==> src/rtl/fgen_alu_pkg.sv <==
package fgen_alu_pkg;

  localparam int SEL_W = 4;

  typedef logic [SEL_W-1:0] fsel_t;

  // select code that forms A + ~B (subtract / compare)
  localparam fsel_t SEL_SUB = 4'b0110;

  typedef struct packed {
    logic cout_n;
    logic prop_n;
    logic gen_n;
    logic eq;
  } alu_flags_t;

  localparam alu_flags_t FLAGS_IDLE = '{cout_n: 1'b1, prop_n: 1'b1, gen_n: 1'b1, eq: 1'b0};

endpackage

==> src/rtl/fgen_alu_terms.sv <==
module fgen_alu_terms
  import fgen_alu_pkg::*;
#(
  parameter int WIDTH = 4
) (
  input  logic [WIDTH-1:0] a,
  input  logic [WIDTH-1:0] b,
  input  fsel_t            sel,
  output logic [WIDTH-1:0] prop,
  output logic [WIDTH-1:0] gen,
  output logic [WIDTH-1:0] half
);

  // per-bit addends: prop is the wide addend X, gen is the narrow addend Y
  // (gen implies prop, so X + Y never needs more than a carry per bit)
  for (genvar i = 0; i < WIDTH; i++) begin : g_bit
    assign prop[i] = a[i] | (sel[0] & b[i]) | (sel[1] & ~b[i]);
    assign gen[i]  = a[i] & ((sel[3] & b[i]) | (sel[2] & ~b[i]));
    assign half[i] = prop[i] & ~gen[i];
  end

endmodule

==> src/rtl/fgen_alu_lookahead.sv <==
module fgen_alu_lookahead #(
  parameter int WIDTH          = 4,
  parameter bit FLAT_LOOKAHEAD = 1'b1
) (
  input  logic [WIDTH-1:0] prop,
  input  logic [WIDTH-1:0] gen,
  input  logic             cin,
  output logic [WIDTH-1:0] carry,
  output logic             grp_p,
  output logic             grp_g,
  output logic             cout
);

  if (FLAT_LOOKAHEAD) begin : g_flat
    // every carry as an independent sum of products
    always_comb begin
      logic acc;
      logic run;
      for (int i = 0; i < WIDTH; i++) begin
        acc = 1'b0;
        run = 1'b1;
        for (int j = i - 1; j >= 0; j--) begin
          acc = acc | (run & gen[j]);
          run = run & prop[j];
        end
        carry[i] = acc | (run & cin);
      end
    end

    always_comb begin
      logic acc;
      logic run;
      acc = 1'b0;
      run = 1'b1;
      for (int j = WIDTH - 1; j >= 0; j--) begin
        acc = acc | (run & gen[j]);
        run = run & prop[j];
      end
      grp_g = acc;
    end
  end else begin : g_ripple
    logic [WIDTH-1:0] gchain;

    assign carry[0]  = cin;
    assign gchain[0] = gen[0];
    for (genvar i = 1; i < WIDTH; i++) begin : g_stage
      assign carry[i]  = gen[i-1] | (prop[i-1] & carry[i-1]);
      assign gchain[i] = gen[i] | (prop[i] & gchain[i-1]);
    end
    assign grp_g = gchain[WIDTH-1];
  end

  assign grp_p = &prop;
  assign cout  = grp_g | (grp_p & cin);

endmodule

==> src/rtl/fgen_alu.sv <==
module fgen_alu
  import fgen_alu_pkg::*;
#(
  parameter int WIDTH          = 4,
  parameter bit FLAT_LOOKAHEAD = 1'b1
) (
  input  logic             clk,
  input  logic             rst,
  input  logic [WIDTH-1:0] opa,
  input  logic [WIDTH-1:0] opb,
  input  logic [3:0]       fsel,
  input  logic             logic_mode,
  input  logic             carry_in_n,
  output logic [WIDTH-1:0] result,
  output logic             carry_out_n,
  output logic             grp_prop_n,
  output logic             grp_gen_n,
  output logic             all_ones
);

  logic [WIDTH-1:0] prop, gen, half, carry;
  logic             grp_p, grp_g, cout, cin;
  logic [WIDTH-1:0] f_nxt;
  alu_flags_t       flags_q;

  assign cin = ~carry_in_n;

  fgen_alu_terms #(.WIDTH(WIDTH)) u_terms (
    .a    (opa),
    .b    (opb),
    .sel  (fsel),
    .prop (prop),
    .gen  (gen),
    .half (half)
  );

  fgen_alu_lookahead #(.WIDTH(WIDTH), .FLAT_LOOKAHEAD(FLAT_LOOKAHEAD)) u_la (
    .prop  (prop),
    .gen   (gen),
    .cin   (cin),
    .carry (carry),
    .grp_p (grp_p),
    .grp_g (grp_g),
    .cout  (cout)
  );

  // logic mode forces the carries off and inverts the half sum
  assign f_nxt = logic_mode ? ~half : (half ^ carry);

  always_ff @(posedge clk) begin
    if (rst) begin
      result  <= '0;
      flags_q <= FLAGS_IDLE;
    end else begin
      result  <= f_nxt;
      flags_q <= '{cout_n: ~cout, prop_n: ~grp_p, gen_n: ~grp_g, eq: &f_nxt};
    end
  end

  assign carry_out_n = flags_q.cout_n;
  assign grp_prop_n  = flags_q.prop_n;
  assign grp_gen_n   = flags_q.gen_n;
  assign all_ones    = flags_q.eq;


  cout_from_groups_chk: assert property (@(posedge clk) disable iff (rst)
    !$past(rst) |-> (carry_out_n == ~(~grp_gen_n | (~grp_prop_n & ~$past(carry_in_n)))));


  eq_on_compare_chk: assert property (@(posedge clk) disable iff (rst)
    (!$past(rst) && !$past(logic_mode) && $past(fsel) == SEL_SUB && $past(carry_in_n))
      |-> (all_ones == ($past(opa) == $past(opb))));


  magnitude_chk: assert property (@(posedge clk) disable iff (rst)
    (!$past(rst) && !$past(logic_mode) && $past(fsel) == SEL_SUB)
      |-> (!carry_out_n == ($past(carry_in_n) ? ($past(opa) > $past(opb))
                                               : ($past(opa) >= $past(opb)))));


  logic_cin_blind_chk: assert property (@(posedge clk) disable iff (rst)
    (!$past(rst) && !$past(rst, 2) && $past(logic_mode) && $past(logic_mode, 2) &&
     $past(opa) == $past(opa, 2) && $past(opb) == $past(opb, 2) &&
     $past(fsel) == $past(fsel, 2)) |-> $stable(result));


  gen_forces_carry_chk: assert property (@(posedge clk) disable iff (rst)
    !grp_gen_n |-> !carry_out_n);

endmodule

==> config.mk <==
export PLATFORM = sky130hd
export DESIGN_NAME = fgen_alu
export DESIGN_NICKNAME = d
export VERILOG_FILES = /design/src/rtl/fgen_alu_pkg.sv /design/src/rtl/fgen_alu_terms.sv /design/src/rtl/fgen_alu_lookahead.sv /design/src/rtl/fgen_alu.sv
export SDC_FILE = /design/constraint.sdc
export NUM_CORES = 1
export LEC_CHECK = 0
export BUFFER_PORTS_ARGS = -buffer_cell sky130_fd_sc_hd__buf_2
export CORE_MARGIN = 4
export CORE_UTILIZATION = 45
export CTS_CLUSTER_SIZE = 8
export DETAILED_ROUTE_END_ITERATION = 12
export PLACE_DENSITY = 0.83
export SLEW_MARGIN = 40
export SYNTH_ARGS = -nofsm -noshare
export SYNTH_HDL_FRONTEND = slang
export SYNTH_SLANG_ARGS = --single-unit
==> constraint.sdc <==
create_clock -name clk -period 1.9 [get_ports clk]
set_input_delay 0.19 -clock clk [delete_from_list [all_inputs] [get_ports clk]]
set_output_delay 0.19 -clock clk [all_outputs]
set_load 0.01 [all_outputs]
Word-level counts from Yosys, hierarchy flattened

Index checks and enable logic that the tools add are counted.

Output and inout bits: 8
Bits in registers: 8
Word-level logic and storage cells: 83

Muxes and demuxes: 1
Reductions and logical operators: 2
Bitwise logic cells: 75

Operators with widths:

| kind                | number |
|---|---|
| 1-bit AND           | 39 |
| 1-bit bitwise OR    | 22 |
| 1-bit inverter      | 12 |
| 4-bit AND reduction | 2 |
| 4-bit two-way mux   | 1 |
| 4-bit inverter      | 1 |
| 4-bit bitwise XOR   | 1 |

Depth between registers and ports, before layout

Depth after elaboration: 11
Gate-level depth with buffers: 5
Depth with buffers taken out: 5

Modules after synthesis

Synthesis repeated with hierarchy kept, for this count alone.

Cells, all modules: 65
Area, all modules: 624.3 um2

Modules (own cells, without submodules):

| module             | times used | area each (um2) | cells each | seq. area each (um2) |
|---|---|---|---|---|
| fgen_alu           | 1          | 306.5           | 30         | 160.2 |
| fgen_alu_terms     | 1          | 237.7           | 22         | 0.0 |
| fgen_alu_lookahead | 1          | 80.1            | 13         | 0.0 |

Least setup slack after synthesis

Ideal clock, no wire load.

Path type: in2reg
Start: input fsel[0]
End: register flags_q (netlist bit all_ones)
Stages: 5
Buffers on the path: 0
Path slack: 0.507 ns
Data arrival time: 1.306 ns
Data required time: 1.813 ns
Cell sequence: inv_1 mux4_2 mux2i_1 o221a_1 nor4b_2

Cells in the longest elaborated chain, start to end: 10
Elaborated cells between the ends (all ways): 35
Classes of those cells: 1 x mux; 33 x bitwise; 1 x reduce/logical

RTL lines:

| what                                                 | line                                               | source |
|---|---|---|
| from (decl)                                          | fgen_alu.sv:11                                     | `input logic [3:0] fsel,` |
| 1-bit AND                                            | fgen_alu_terms.sv:17                               | `assign prop[i] = a[i] \| (sel[0] & b[i]) \| (sel[1] & ~b[i]);` |
| 1-bit bitwise OR (2 in series)                       | fgen_alu_terms.sv:17                               |  |
| 1-bit AND (on tied branches)                         | fgen_alu_lookahead.sv:23, fgen_alu_lookahead.sv:24 |  |
| 1-bit bitwise OR, or another cell as far along       | fgen_alu_lookahead.sv:23                           | `acc = acc \| (run & gen[j]);` |
| 1-bit bitwise OR / 1-bit AND (equally long branches) | fgen_alu_lookahead.sv:23, fgen_alu_lookahead.sv:26 |  |
| 1-bit bitwise OR                                     | fgen_alu_lookahead.sv:26                           | `carry[i] = acc \| (run & cin);` |
| 4-bit bitwise XOR                                    | fgen_alu.sv:48                                     | `assign f_nxt = logic_mode ? ~half : (half ^ carry);` |
| 4-bit two-way mux *                                  | fgen_alu.sv:48                                     |  |
| 4-bit AND reduction *                                | fgen_alu.sv:56                                     | `flags_q <= '{cout_n: ~cout, prop_n: ~grp_p, gen_n: ~grp_g, eq: &f_nxt};` |
| to (signal assigned)                                 | fgen_alu.sv:56                                     |  |
| to (decl)                                            | fgen_alu.sv:24                                     | `alu_flags_t flags_q;` |

Mark *: on every way between the ends. The rest lies on a longest branch, timed or not.
A chain may end at the register's enable or synchronous reset.

Final worst setup path

Start: input opb[1]
End: register flags_q (netlist bit all_ones)

Cells in the longest elaborated chain, start to end: 11
Elaborated cells between the ends (all ways): 28
Classes of those cells: 1 x mux; 26 x bitwise; 1 x reduce/logical

RTL lines:

| what                           | line                                       | source |
|---|---|---|
| from (decl)                    | fgen_alu.sv:10                             | `input logic [WIDTH-1:0] opb,` |
| 1-bit inverter                 | fgen_alu_terms.sv:17, fgen_alu_terms.sv:18 |  |
| 1-bit AND                      | fgen_alu_terms.sv:18                       | `assign gen[i] = a[i] & ((sel[3] & b[i]) \| (sel[2] & ~b[i]));` |
| 1-bit bitwise OR               | fgen_alu_terms.sv:18                       |  |
| 1-bit AND                      | fgen_alu_terms.sv:18                       |  |
| 1-bit AND                      | fgen_alu_lookahead.sv:23                   |  |
| 1-bit bitwise OR (2 in series) | fgen_alu_lookahead.sv:23                   |  |
| 1-bit bitwise OR               | fgen_alu_lookahead.sv:26                   |  |
| 4-bit bitwise XOR              | fgen_alu.sv:48                             |  |
| 4-bit two-way mux *            | fgen_alu.sv:48                             |  |
| 4-bit AND reduction *          | fgen_alu.sv:56                             |  |

Marked as above.

==> impl_metrics.csv <==
group,metric,value,unit
critical_path,end_kind,"register",
final_layout,fill_cells,108,
logic_synthesis,synth_area,587,um^2
routing,vias,612,
timing,finalHoldViolations,0,
logic_synthesis,synth_area_leaders,"dfxtp_1 27%, mux2i_1 10%, mux4_2 7.7%",
final_layout,syn2layout_area_growth,26.4,%
critical_path,critical_path.max_fanout,5,
clocking,cts_resized,0,
timing,rsz0062_at_grt,"no",
logic_synthesis,avgSynthCellArea,8.76,um^2
timing,setup_viol,0,
clocking,numCtsBuffers,3,
critical_path,critPathLaunch,"opb[1]",
floorplanning,dieHeight,44.1,um
logic_synthesis,synth_compound_area_share,22.0,%
final_layout,multi_input_area,408,um^2
clocking,cts.clk_slew.worst_paths,0.05,ns
power_and_ir_drop,irDropWorstVdd,258,uV
global_routing,gr-usage-met1,15.2,%
logic_synthesis,yosys.area_share.simple,21.7,%
critical_path,endpoint,"all_ones$_SDFF_PP0_",
logic_synthesis,synthesis.instances,67,
logic_synthesis,ys_types,29,
timing,min_period,1.45,ns
final_layout,seqCellArea,160,um^2
global_routing,grt_pass1_wl,2.20,mm
timing,fin_ws,0.453,ns
floorplanning,die_area,0.00195,mm^2
critical_path,critPathKind,"input pin to register",
logic_synthesis,synth.top_cell.area_share,27.3,%
global_routing,grt_pass1_vias,561,
global_routing,antenna_found_initial,0,
timing,tightest_slew,0.526,ns
final_layout,stdcell_count,107,
floorplanning,initial_core_util,50.1,%
critical_path,slowest_delay,0.39,ns
timing,drv_slew,0,
worst_hold_path,worst_hold_path_type,"input pin to register",
clocking,postCtsSetupBuffers,0,
clocking,cts_tree,"yes",
critical_path,cp.arrival,1.57,ns
power_and_ir_drop,cellPowerDensity,629,mW/mm^2
critical_path,start_kind,"input pin",
logic_synthesis,syn_nets,83,
critical_path,worstPathCellList,"buf_2, mux2i_1, a211oi_1, nor4_1, mux2_2, nor4b_2",
global_routing,grt_usage,15.3,%
floorplanning,pin_count,24,
clocking,root_buffer,"clkbuf_4",
routing,detail_route.wl_per_cell,12.9,um
final_layout,final_nets,111,
place,dp_cells,104,
clocking,clock_path_buffers,2,
logic_synthesis,ys_ff_latch,8,
power_and_ir_drop,total_leakage_power,0.347,nW
logic_synthesis,yosysWarningCount,0,
clocking,cts.sinks,8,
global_routing,busiest_layer,"met2",
global_routing,use_met3,1.63,%
critical_path,critPathRequiredTime,2.02,ns
logic_synthesis,synth_top_family_by_area,"multiplexers",
logic_synthesis,synthMuxAreaShare,24.3,%
routing,drc,0,
logic_synthesis,synth_edf_count,0,
routing,drtIter0Drc,13,
logic_synthesis,ys_seq_area_share,27.3,%
routing,viasPerCell,5.72,
critical_path,crit_slowest_cell,"mux2_2",
global_routing,grt_max_degree,7,
logic_synthesis,synth-main-ff-cell,"dfxtp_1",
routing,drtPass1Iterations,4,
logic_synthesis,synthAdderAreaFrac,0,%
place,place_congestion,0.849,
final_layout,diodes,0,
place,place_ws,0.220,ns
floorplanning,core_region_area,0.00117,mm^2
clocking,cts_hold_buf,0,
global_routing,met2_usage,28.8,%
flow_run,maxCapViolCount,0,
floorplanning,rows,12,
floorplanning,fp.dieW,44.1,um
logic_synthesis,synth_xor_area_share,1.49,%
logic_synthesis,synth_top_cell_by_area,"dfxtp_1",
logic_synthesis,async_flop_share,0,%
routing,ant_nets,0,
routing,wl,1.38,mm
timing,timing.final.crit_share,76.2,%
timing,fmax,0.691,GHz
global_routing,overflow,0,
final_layout,layout-drive-gt1-share,35.5,%
timing,fin_setup_tns,0,ns
timing,slew_headroom,64.7,%
place,hpwl,1.11,mm
place,port_buffers,23,
run_status,status,"complete, no violations",
clocking,cts_max_level,1,
cell usage after synthesis, drive strengths merged (2+ instances only):
master and n:
mux2 3, mux4 2, inv 5, nor4 2, nor2b 3, nor2 7
a211oi 3, nand2 3, nor3 3, mux2i 6, o22ai 2, o21ai 3
a21oi 5, dfxtp 8
area by class of cell:
type | instances | area share (%)
multi-input combinational | 54 | 55.0
sequential | 8 | 21.6
timing repair buffer | 23 | 15.5
clock buffer | 3 | 3.04
inverter | 5 | 2.53
tap | 14 | 2.36
critical path, delay by kind of cell:
family | cells | cell delay (ns)
AO/OA/AOI/OAI | 1 | 0.12
buffers and inverters | 1 | 0.14
multiplexers | 2 | 0.64
AND/OR/NAND/NOR | 2 | 0.48
logic make-up (layout without fill, tap and decap cells):
kind of cell,Yosys count,in the layout
AOI/OAI and AO/OA,19,19
xor gates and xnor gates,1,1
buffers and inverters,5,31
DFF,8,8
muxes,11,11
and+or+nand+nor,23,23
flip-flops by register name (all words and copies together) (netlist names):
signal       flops
all_ones         1
carry_out_n      1
grp_gen_n        1
grp_prop_n       1
result           4
layer usage:
metal / part of all wire (%) / vias to the layer above
met3: 6.5 / 2
met4: 1.0 / 0
met1: 40 / 272
met2: 52 / 26
met5: 0 / -
li1: - / 312
power by group:
part           switching, mW  internal (mW)
Combinational         0.0821         0.0697
Clock                 0.0556         0.0721
Sequential           0.00386          0.184
Total                  0.142          0.325
through the flow:
step | hold WS (ns) | cell area [um^2] | total power [mW] | util (%)
2_1_floorplan | 0.259 | 587 | 0.282 | -
3_3_place_gp | 0.428 | 719 | 0.338 | 61.4
3_5_place_dp | 0.427 | 719 | 0.342 | 61.4
4_1_cts | 0.164 | 742 | 0.473 | 63.4
5_1_grt | 0.170 | 742 | 0.497 | 63.4
6_report | 0.172 | 742 | 0.467 | 63.4
worst min path at each step:
stage | start | to | slack [ns] | cells after the start
5_1_grt | rst | result[1]$_SDFF_PP0_ | 0.17 | 2
4_1_cts | rst | result[0]$_SDFF_PP0_ | 0.16 | 2
6_report | rst | result[1]$_SDFF_PP0_ | 0.17 | 2
3_5_place_dp | rst | result[0]$_SDFF_PP0_ | 0.43 | 2
2_1_floorplan | rst | result[0]$_SDFF_PP0_ | 0.26 | 1
3_3_place_gp | rst | result[1]$_SDFF_PP0_ | 0.43 | 2
layout by cell type (no fill, tap or decap):
master,Yosys,routed
nand2b_1,1,1
inv_1,5,5
and2_0,1,1
nor3_1,3,3
nand2_1,3,3
a221oi_1,1,1
a21oi_1,5,5
mux4_2,2,2
o22ai_1,2,2
a211oi_1,3,3
buf_2,0,23
o21ai_1,1,1
clkbuf_4,0,3
or3_1,1,1
nor2b_1,3,3
o221a_1,1,1
nor4_1,2,2
mux2_2,2,2
or4_1,1,1
xnor2_1,1,1
nor2_1,6,6
o21ai_0,2,2
o311ai_1,1,1
mux2i_1,6,6
o31ai_1,1,1
nor4b_2,1,1
dfxtp_1,8,8
mux2_4,1,1
o211a_1,1,1
o211ai_1,1,1
nor2_2,1,1
Power figures use the tool's default switching activity.
